### src/rtl/cfgkey_pkg.sv
// Package: shared encodings for the keyed configuration item port.
// Assumes sizes fit in three bits (DATA_BYTES <= 7).
package cfgkey_pkg;

    localparam int KEY_W    = 16;
    localparam int BANK_BIT = 15;
    localparam int SIZE_W   = 3;

    typedef enum logic [1:0] {
        PORT_SEL  = 2'd0,
        PORT_DATA = 2'd1,
        PORT_COMB = 2'd2,
        PORT_NONE = 2'd3
    } port_e;

    // Decoded meaning of one request.
    typedef struct packed {
        logic              ok;
        logic              sel;
        logic              rd;
        logic [SIZE_W-1:0] rsize;
    } op_t;

endpackage

### src/rtl/cfgkey_decode.sv
// Module: cfgkey_decode
// Turns one host request into an accept flag, a select strobe or a read strobe.
// Accepted writes that are neither selects nor reads are dropped.
// Assumes req_valid is a one-cycle strobe.
module cfgkey_decode
    import cfgkey_pkg::*;
#(
    parameter int DATA_BYTES = 4
) (
    input  logic              req_valid,
    input  logic              req_write,
    input  logic [1:0]        req_port,
    input  logic [SIZE_W-1:0] req_size,
    output op_t               op
);

    // Classify the request by port, direction and size.
    always_comb begin
        op = '0;
        op.rsize = req_size;
        if (req_valid) begin
            unique case (port_e'(req_port))
                PORT_SEL: begin
                    if (req_write && req_size == SIZE_W'(2)) begin
                        op.ok  = 1'b1;
                        op.sel = 1'b1;
                    end
                end
                PORT_DATA: begin
                    if (req_size != '0 && int'(req_size) <= DATA_BYTES) begin
                        op.ok = 1'b1;
                        op.rd = !req_write;
                    end
                end
                PORT_COMB: begin
                    if (req_size == SIZE_W'(1)) begin
                        op.ok = 1'b1;
                        op.rd = !req_write;
                    end else if (req_write && req_size == SIZE_W'(2)) begin
                        op.ok  = 1'b1;
                        op.sel = 1'b1;
                    end
                end
                default: op.ok = 1'b0;
            endcase
        end
    end

endmodule

### src/rtl/cfgkey_table.sv
// Module: cfgkey_table
// Two banks of item entries, each with a byte store and a length.
// Gives DATA_BYTES consecutive bytes from any offset in parallel.
// Assumes lengths never exceed ITEM_BYTES; larger loaded values are capped.
module cfgkey_table #(
    parameter int N_ENTRIES  = 8,
    parameter int ITEM_BYTES = 16,
    parameter int DATA_BYTES = 4,
    localparam int IDX_W  = (N_ENTRIES > 1) ? $clog2(N_ENTRIES) : 1,
    localparam int BYTE_W = (ITEM_BYTES > 1) ? $clog2(ITEM_BYTES) : 1,
    localparam int LEN_W  = $clog2(ITEM_BYTES + 1)
) (
    input  logic                       clk,
    input  logic                       rst_n,
    input  logic                       ld_byte_en,
    input  logic                       ld_len_en,
    input  logic                       ld_bank,
    input  logic [IDX_W-1:0]           ld_index,
    input  logic [BYTE_W-1:0]          ld_offset,
    input  logic [7:0]                 ld_byte,
    input  logic [LEN_W-1:0]           ld_len,
    input  logic                       rd_bank,
    input  logic [IDX_W-1:0]           rd_index,
    input  logic [31:0]                rd_offset,
    output logic [LEN_W-1:0]           rd_len,
    output logic [DATA_BYTES-1:0][7:0] rd_lanes
);

    localparam int SLOTS = 2 * (1 << IDX_W);

    logic [7:0]       store_q [SLOTS][ITEM_BYTES];
    logic [LEN_W-1:0] len_q   [SLOTS];
    logic [IDX_W:0]   ld_slot;
    logic [IDX_W:0]   rd_slot;

    assign ld_slot = {ld_bank, ld_index};
    assign rd_slot = {rd_bank, rd_index};
    assign rd_len  = len_q[rd_slot];

    // Byte store: written only by the load interface.
    always_ff @(posedge clk) begin
        if (ld_byte_en && int'(ld_offset) < ITEM_BYTES)
            store_q[ld_slot][ld_offset] <= ld_byte;
    end

    // Lengths: cleared by reset, loaded and capped by the load interface.
    always_ff @(posedge clk) begin
        if (!rst_n) begin
            for (int s = 0; s < SLOTS; s++) len_q[s] <= '0;
        end else if (ld_len_en) begin
            len_q[ld_slot] <= (int'(ld_len) > ITEM_BYTES) ? LEN_W'(ITEM_BYTES) : ld_len;
        end
    end

    // One read lane per byte of the widest access.
    for (genvar g = 0; g < DATA_BYTES; g++) begin : g_lane
        logic [31:0] pos;
        assign pos = rd_offset + 32'(g);
        assign rd_lanes[g] = (pos < 32'(ITEM_BYTES)) ? store_q[rd_slot][pos[BYTE_W-1:0]] : 8'h00;
    end

endmodule

### src/rtl/cfgkey_cursor.sv
// Module: cfgkey_cursor
// Holds the current entry and the byte offset.
// Packs the bytes of each read with the first byte most significant.
// Registers the response data.
// Assumes op comes from cfgkey_decode in the same cycle.
module cfgkey_cursor
    import cfgkey_pkg::*;
#(
    parameter int N_ENTRIES  = 8,
    parameter int ITEM_BYTES = 16,
    parameter int DATA_BYTES = 4,
    localparam int IDX_W = (N_ENTRIES > 1) ? $clog2(N_ENTRIES) : 1,
    localparam int LEN_W = $clog2(ITEM_BYTES + 1)
) (
    input  logic                       clk,
    input  logic                       rst_n,
    input  op_t                        op,
    input  logic [KEY_W-1:0]           key_in,
    input  logic [LEN_W-1:0]           tbl_len,
    input  logic [DATA_BYTES-1:0][7:0] tbl_lanes,
    output logic                       cur_bank,
    output logic [IDX_W-1:0]           cur_index,
    output logic [31:0]                cur_offset,
    output logic                       rsp_ok,
    output logic [8*DATA_BYTES-1:0]    rsp_data
);

    logic                    cur_valid_q;
    logic                    bank_q;
    logic [IDX_W-1:0]        index_q;
    logic [31:0]             off_q;
    logic [KEY_W-2:0]        key_idx;
    logic                    key_in_range;
    logic [31:0]             avail;
    logic [31:0]             take;
    logic [8*DATA_BYTES-1:0] packed_data;

    assign key_idx      = key_in[KEY_W-2:0];
    assign key_in_range = 32'(key_idx) < 32'(N_ENTRIES);
    assign cur_bank     = bank_q;
    assign cur_index    = index_q;
    assign cur_offset   = off_q;

    // Bytes left in the selected item, and how many this read takes.
    always_comb begin
        avail = '0;
        if (cur_valid_q && off_q < 32'(tbl_len))
            avail = 32'(tbl_len) - off_q;
        take = (avail < 32'(op.rsize)) ? avail : 32'(op.rsize);
    end

    // Put the taken bytes first-most-significant into the low rsize bytes.
    always_comb begin
        packed_data = '0;
        for (int g = 0; g < DATA_BYTES; g++) begin
            if (32'(g) < take)
                packed_data[8*(int'(op.rsize)-1-g) +: 8] = tbl_lanes[g];
        end
    end

    // Selection and offset: reset to key 0; select reloads; read advances.
    always_ff @(posedge clk) begin
        if (!rst_n) begin
            cur_valid_q <= (N_ENTRIES > 0);
            bank_q      <= 1'b0;
            index_q     <= '0;
            off_q       <= '0;
        end else if (op.sel) begin
            cur_valid_q <= key_in_range;
            bank_q      <= key_in[BANK_BIT];
            index_q     <= IDX_W'(key_idx);
            off_q       <= '0;
        end else if (op.rd) begin
            off_q <= off_q + take;
        end
    end

    // Response register: accept flag and read data of this request.
    always_ff @(posedge clk) begin
        if (!rst_n) begin
            rsp_ok   <= 1'b0;
            rsp_data <= '0;
        end else begin
            rsp_ok   <= op.ok;
            rsp_data <= op.rd ? packed_data : '0;
        end
    end

    AST_SEL_CLEARS_OFFSET: assert property (@(posedge clk) disable iff (!rst_n)
        op.sel |=> off_q == 32'd0);
    AST_OFFSET_NO_RETREAT: assert property (@(posedge clk) disable iff (!rst_n)
        !op.sel |=> off_q >= $past(off_q));
    AST_STEP_BOUNDED: assert property (@(posedge clk) disable iff (!rst_n)
        op.rd |=> (off_q - $past(off_q)) <= 32'(DATA_BYTES));
    AST_OFFSET_IN_ITEM: assert property (@(posedge clk) disable iff (!rst_n)
        off_q <= 32'(ITEM_BYTES));
    AST_INVALID_READS_ZERO: assert property (@(posedge clk) disable iff (!rst_n)
        (op.rd && !cur_valid_q) |=> rsp_data == '0);

endmodule

### src/rtl/cfgkey_port.sv
// Module: cfgkey_port
// Top of the keyed configuration item port: decode, entry table and cursor.
// Each request gets a response one cycle later.
// Assumes the table is loaded before the host reads.
module cfgkey_port
    import cfgkey_pkg::*;
#(
    parameter int N_ENTRIES  = 8,
    parameter int ITEM_BYTES = 16,
    parameter int DATA_BYTES = 4
) (
    input  logic                                                clk,
    input  logic                                                rst_n,
    input  logic                                                req_valid,
    input  logic                                                req_write,
    input  logic [1:0]                                          req_port,
    input  logic [2:0]                                          req_size,
    input  logic [8*DATA_BYTES-1:0]                             req_wdata,
    output logic                                                rsp_valid,
    output logic                                                rsp_ok,
    output logic [8*DATA_BYTES-1:0]                             rsp_rdata,
    input  logic                                                ld_byte_en,
    input  logic                                                ld_len_en,
    input  logic                                                ld_bank,
    input  logic [((N_ENTRIES > 1) ? $clog2(N_ENTRIES) : 1)-1:0] ld_index,
    input  logic [((ITEM_BYTES > 1) ? $clog2(ITEM_BYTES) : 1)-1:0] ld_offset,
    input  logic [7:0]                                          ld_byte,
    input  logic [$clog2(ITEM_BYTES + 1)-1:0]                   ld_len
);

    localparam int IDX_W = (N_ENTRIES > 1) ? $clog2(N_ENTRIES) : 1;
    localparam int LEN_W = $clog2(ITEM_BYTES + 1);

    op_t                       op;
    logic                      cur_bank;
    logic [IDX_W-1:0]          cur_index;
    logic [31:0]               cur_offset;
    logic [LEN_W-1:0]          tbl_len;
    logic [DATA_BYTES-1:0][7:0] tbl_lanes;

    cfgkey_decode #(.DATA_BYTES(DATA_BYTES)) u_decode (
        .req_valid (req_valid),
        .req_write (req_write),
        .req_port  (req_port),
        .req_size  (req_size),
        .op        (op)
    );

    cfgkey_table #(
        .N_ENTRIES(N_ENTRIES), .ITEM_BYTES(ITEM_BYTES), .DATA_BYTES(DATA_BYTES)
    ) u_table (
        .clk        (clk),
        .rst_n      (rst_n),
        .ld_byte_en (ld_byte_en),
        .ld_len_en  (ld_len_en),
        .ld_bank    (ld_bank),
        .ld_index   (ld_index),
        .ld_offset  (ld_offset),
        .ld_byte    (ld_byte),
        .ld_len     (ld_len),
        .rd_bank    (cur_bank),
        .rd_index   (cur_index),
        .rd_offset  (cur_offset),
        .rd_len     (tbl_len),
        .rd_lanes   (tbl_lanes)
    );

    cfgkey_cursor #(
        .N_ENTRIES(N_ENTRIES), .ITEM_BYTES(ITEM_BYTES), .DATA_BYTES(DATA_BYTES)
    ) u_cursor (
        .clk        (clk),
        .rst_n      (rst_n),
        .op         (op),
        .key_in     (req_wdata[KEY_W-1:0]),
        .tbl_len    (tbl_len),
        .tbl_lanes  (tbl_lanes),
        .cur_bank   (cur_bank),
        .cur_index  (cur_index),
        .cur_offset (cur_offset),
        .rsp_ok     (rsp_ok),
        .rsp_data   (rsp_rdata)
    );

    // Response strobe: follows each request by one cycle.
    always_ff @(posedge clk) begin
        if (!rst_n) rsp_valid <= 1'b0;
        else        rsp_valid <= req_valid;
    end

    AST_RSP_AFTER_REQ: assert property (@(posedge clk) disable iff (!rst_n)
        req_valid |=> rsp_valid);
    AST_NO_SPURIOUS_RSP: assert property (@(posedge clk) disable iff (!rst_n)
        !req_valid |=> !rsp_valid);
    AST_REFUSED_ZERO: assert property (@(posedge clk) disable iff (!rst_n)
        (rsp_valid && !rsp_ok) |-> rsp_rdata == '0);

endmodule

### config.mk
export PLATFORM = sky130hd
export DESIGN_NAME = cfgkey_port
export DESIGN_NICKNAME = d
export VERILOG_FILES = /design/src/rtl/cfgkey_pkg.sv /design/src/rtl/cfgkey_decode.sv /design/src/rtl/cfgkey_table.sv /design/src/rtl/cfgkey_cursor.sv /design/src/rtl/cfgkey_port.sv
export SDC_FILE = /design/constraint.sdc
export NUM_CORES = 2
export LEC_CHECK = 0
export CAP_MARGIN = 10
export CORE_AREA = 8 8 521 472
export DETAILED_ROUTE_END_ITERATION = 16
export DIE_AREA = 0 0 529 480
export SYNTH_ARGS = -nofsm -noshare
export SYNTH_HDL_FRONTEND = slang
export SYNTH_HIERARCHICAL = 1
export SYNTH_SLANG_ARGS = --single-unit
### constraint.sdc
create_clock -name clk -period 12.7 [get_ports clk]
set_input_delay 2.54 -clock clk [delete_from_list [all_inputs] [get_ports clk]]
set_output_delay 2.54 -clock clk [all_outputs]
set_load 0.05 [all_outputs]
* Word-level counts from Yosys, hierarchy flattened *
Memory sizes are Yosys's and may differ from the RTL's. A register that Yosys moved wholly into a read port is not among the register bits.
Index checks and enable logic that the tools add are counted.

operators by class
  reduce and logical (&&, ||, !) cells = 11
  $add $sub $neg = 13
  shifts and indexed selects = 8
  bitwise operators = 7
  eq/ne operators = 4
  mux-type cells = 51
  magnitude comparators = 19

operators by type and width
  cell                                                                      number
  32-bit 2-to-1 mux                                                         6
  32-bit negation with 33-bit output                                        4
  8-bit by 33-bit variable shift with 32-bit output (first input constant)  4
  8-bit by 33-bit variable part select with 32-bit output                   4
  8-bit binary-select mux with 4-bit select                                 4
  32-bit by 5-bit < comparator with 1-bit output (second input constant)    4
  128-bit 2-to-1 mux                                                        1
  8-bit 2-to-1 mux                                                          13
  32-bit bitwise mux                                                        3
  32-bit by 2-bit adder with 32-bit output (second input constant)          2
  1-bit by 32-bit < comparator with 1-bit output (first input constant)     2
  2-bit by 32-bit < comparator with 1-bit output (first input constant)     2
  29-bit by 3-bit subtractor with 29-bit output (second input constant)     2
  32-bit by 1-bit adder with 32-bit output (second input constant)          1
  32-bit adder                                                              1
  32-bit bitwise AND                                                        1
  8-bit demux with 4-bit select                                             1
  32-bit by 3-bit < comparator with 1-bit output                            1
  32-bit by 5-bit < comparator with 1-bit output                            1
  5-bit by 32-bit subtractor with 32-bit output                             1
  29-bit by 2-bit subtractor with 29-bit output (second input constant)     1
  5-bit greater-or-equal comparator (second input constant)                 5
  4-bit NOT with 5-bit output                                               5
  4-bit 2-to-1 mux                                                          5
  other kinds (22)                                                          39

storage, ports and cells
  bits in writable memories = 2,128
  flip-flop bits (word level) = 71
  output and inout port bits = 34
  memories kept = 2
  logic and storage cells = 122

memory list
  name             depth  bits a word  read ports  clocked after memory_dff  wr ports  RTL line            text
  u_table.store_q  16     128          1           1                         1         cfgkey_table.sv:31  logic [7:0] store_q [SLOTS][ITEM_BYTES];
  u_table.len_q    16     5            1           1                         16        cfgkey_table.sv:32  logic [LEN_W-1:0] len_q [SLOTS];

* Longest topological paths before layout *
  depth after elaboration = 14
  depth in mapped cells = 38

* Modules after synthesis *
Netlist, hierarchy kept.

modules (own cells, without submodules)
  module         area an instance (sq um)  seq. area each (sq um)  cells an instance  instances
  cfgkey_table   88,336.0                  63,901.3                5,033              1
  cfgkey_cursor  5,821.8                   1,401.3                 737                1
  cfgkey_decode  175.2                     0.0                     23                 1
  cfgkey_port    26.3                      20.0                    2                  1

* Least setup slack after synthesis *
OpenSTA, ideal clock, no wires.

  kind = reg-to-reg
  start = reg, netlist name u_cursor/cur_index[0]
  end = reg u_cursor.off_q[30], in the netlist u_cursor/cur_offset[30]
  data required time = 12,566 ps
  clock period less this slack = 8,219 ps
  arrival time = 8,085 ps
  library setup time = 134 ps
  stages on the path, launching flop included = 37
  path buffers = 7
  setup slack = 4,481 ps
  path through = dfxtp_1 buf_2 buf_2 buf_4 buf_2 buf_2 buf_2 buf_1 mux4_2 mux4_2 inv_1 ha_1 inv_1 fa_1 a21o_1 a21oi_1 o21bai_1 nand2_1 nor2_1 ha_1 or3_1 a221oi_2 o211ai_4 o31ai_1 ha_1 inv_1 fa_1 nor2b_1 o31ai_1 a211oi_1 o221ai_1 a211o_1 a21oi_1 o21ai_0 a21oi_1 xnor2_1 o22ai_1

RTL lines
  item                  RTL line             text
  end signal, assigned  cfgkey_cursor.sv:74  off_q <= off_q + take;
  end, declared         cfgkey_cursor.sv:31  logic [31:0] off_q;

==> metrics.md <==
| Metric | Value |
|---|---|
| Most frequent cell after synthesis | edfxtp_1 |
| Post-layout minimum cycle time | ~8.3 ns |
| # DRC | 0 |
| Leading area contributor after synthesis | edfxtp_1 |
| Status | finished, final reports clean |
| Root Driver | clkbuf_16 |
| Comb pwr share | under 10% |
| Synth area leaders | edfxtp_1 (68%), mux4_2 (9.8%), mux2i_1 (3.9%), nor2_1 (2.3%), dfxtp_1 (1.5%) |
| Worst reg2reg path endpoint | u_cursor/cur_offset[30] |
| Fmax | about 120 MHz |
| Ys Warns | 6 |
| Levels on crit path | 29 |
| R2r setup slk | around 4.4 ns |
| Worst-skew pair later-pin latency | ~0.88 ns |
| FF+latch count, synth | ~2200 |
| Total vias in the final route | approximately 57000 |
| Crit path largest cell delay | around 0.78 ns |
| Max-slew violation count | 0 |
| Flop pwr share | between 50% and 60% |
| IO Pins | slightly below 100 |
| Htree depth | 4 |
| 1st-pass router iterations | 5 |
| Wire per inst | around 33 um |
| CTS sink cnt | 2199 |
| Worst setup EP type | flip-flop |
| Vias in the first global route | 54300 |
| 1st-iter DRT viols | about 8000 |
| Gr ovfl total | 0 |
| Endpoints failing setup | 0 |
| Synth async-reset ratio | 0% |
| Clock transition at path regs | approximately 0.060 ns |
| Max cap viols | 0 |
| Synth-to-layout area growth | 12.2% |
| GRT Resource Usage Total | between 20% and 30% |
| CP Buf/Inv Count | 4 |
| Setup WS pre-CTS | 4.42 ns |
| Share of the synthesized area in the top cell type | slightly below 70% |
| Setup ws final | about 4.4 ns |
| Initial antenna violation count | 18 |
| Normalized max-slew margin | ~10% |
| CP max FO | 28 |
| CP Launch Type | flip-flop |
| Internal cell power | around 12 mW |
| Clock power share | 41.2% |
| Post-DP HPWL | around 190000 um |
| PwrDens | approximately 140 nW/um2 |
| RSZ-0062 raised after global routing | false |
| Layout Skew | between 0.04 and 0.05 ns |
| Critical Path Start | u_cursor/cur_bank |
| Sw frac | between 20% and 30% |
| Mapped cell area | approximately 94000 um2 |
| Post-synthesis sequential area ratio | between 60 and 70% |
| Synth Instances | between 5000 and 6000 |
| CP Class | reg2reg |
| Dpl cell area | 99100 um2 |
| Num CTS Buffers | 214 |
| TritonCTS clock tree | yes |
| Most used DFF post-synth | edfxtp_1 |
| Share of cells above drive strength 1 | 16.5% |
| Worst-case clock buffer depth | 3 |
| Synth cell types | roughly 100 |
| Fin area | 106000 um2 |
| Drt via density | 6.20 |
| First-pass GRT wire length | approximately 420000 um |
| Cell family with most CP delay | compound AO/OA/AOI/OAI gates |
| Commonest cells in the netlist | edfxtp_1 (2128), nor2_1 (568), mux4_2 (410), mux2i_1 (365), nand2_1 (278) |
| Post_cts resized | 0 |
| Placer congestion estimate | 1.00 |
| Setup TNS Final | 0 ns |
| Worst-margin pin slew | ~1.3 ns |
| Leak Pwr | around 32 nW |
| VDD IR-drop max | approximately 0.14 mV |
| WL final | ~300000 um |
| Die ar. | ~250000 um2 |
| Initial core utilization | 39.8% |
| CTS Hold Buffers Added | 0 |
| Syn_area_per_cell | about 16 um2 |
| Rows | 170 |
| WP data required | roughly 13 ns |
| Pin count of the biggest net entering global routing | approximately 120 |
| R2R cell count | 29 |
| Number of synthesized flops with an enable pin | 2128 |
| Reg2reg start | u_cursor/cur_bank |
| I/O Buffers | just over 80 |
| Crit path DAT | around 9 ns |
| Height of the die | about 480 um |
| Worst setup path end | u_cursor/cur_offset[30] |
| Routed Antenna Nets | 0 |
| Crit share post-route | about two thirds |
| Setup repair bufs after CTS | 0 |
| Final nets | a little over 6000 |
| Hold_ws | about 0.53 ns |
| Psw | ~3.3 mW |
| HP Class | reg2reg |
| Hold Fails Final Rpt | 0 |
| Chip width | about 530 um |
| Core area | roughly 240000 um2 |
| Slowest library cell on the worst path | dfxtp_4 |
-- sequential cells by signal, indices dropped and copies added, names as in the netlist --
name,count
u_cursor/cur_index,3
u_cursor/cur_valid_q,1
u_table/store_q,2048
u_table/len_q,80
u_cursor/rsp_data,32
u_cursor/rsp_ok,1
u_cursor/cur_bank,1
u_cursor/cur_offset,32
rsp_valid,1
-- power groups by stage --
| stage | Clock [mW] | Sequential, mW | Combinational (mW) |
|---|---|---|---|
| floorplan | 0 | 8.14 | 0.362 |
| global placement | 0 | 8.15 | 0.736 |
| detailed placement | 0 | 8.15 | 0.748 |
| CTS | 6.24 | 8.00 | 0.750 |
| global route | 6.52 | 8.00 | 0.804 |
| finish | 6.14 | 8.00 | 0.769 |
-- stage by stage --
stage | total power, mW | instances | utilization, %
floorplan | 8.51 | 5822 | -
detailed placement | 8.90 | 8861 | 41.8
global placement | 8.89 | 8861 | 41.8
global route | 15.3 | 9255 | 44.7
finish | 14.9 | 9262 | 44.7
CTS | 15.0 | 9252 | 44.7
-- how the worst min path moves through the flow --
stage,startpoint,endpoint,slack [ns],cells after the start
2_1_floorplan,u_cursor/cur_valid_q,u_cursor/cur_valid_q,0.43,2
5_1_grt,u_cursor/cur_valid_q,u_cursor/cur_valid_q,0.62,2
3_3_place_gp,u_cursor/cur_valid_q,u_cursor/cur_valid_q,0.51,2
4_1_cts,u_cursor/cur_valid_q,u_cursor/cur_valid_q,0.53,2
3_5_place_dp,u_cursor/cur_valid_q,u_cursor/cur_valid_q,0.50,2
6_report,u_cursor/cur_valid_q,u_cursor/cur_valid_q,0.53,2
-- worst min-delay path: cells and delay by family (launching register included) --
family,cells,cell delay [ns]
flops,1,0.35
compound gates,1,0.08
simple gates,1,0.06
-- cell families (layout without fill, tap and decap cells) --
family	count (synthesis)	in the layout	share of synthesized area, %
adders and majority gates	71	71	0.957
other	1	35	0.00397
xor gates and xnor gates	55	55	0.511
AOI/OAI and AO/OA	954	954	7.03
and+or+nand+nor	1269	1269	6.21
muxes	820	820	14.2
buffers and inverters	426	677	1.87
DFF	2199	2199	69.2
-- layout by cell type, fill, tap and decap left out, drive strengths merged, types with 71 or more instances in the layout --
cell,instances
dfxtp,71
a221oi,83
nor2,570
o21ai,169
clkinv,104
clkdlybuf4s50,73
o22ai,111
mux4,410
nand3,88
mux2i,365
a21oi,134
buf,144
edfxtp,2128
nand2,278
a22oi,149
clkbuf,275
-- per-layer routing --
metal | track usage (%) | vias to the layer above | share of wire [%]
met2 | 34.6 | 3134 | 45
li1 | - | 23600 | -
met1 | 33.6 | 30200 | 42
met4 | 6.62 | 12 | 3.3
met3 | 5.16 | 484 | 10
met5 | 0 | - | 0.023
-- cell type report --
class | instances | area [um2]
clock inverters | 127 | 1140
diodes | 7 | 17.5
well taps | 3182 | 3980
flip-flops and latches | 2199 | 65300
clock buffers | 264 | 5620
multi-input cells | 3197 | 27500
repair buffers | 228 | 2000
inverters | 58 | 220
fillers | 20700 | 131000
No activity file was read; power rests on OpenSTA's default activity.
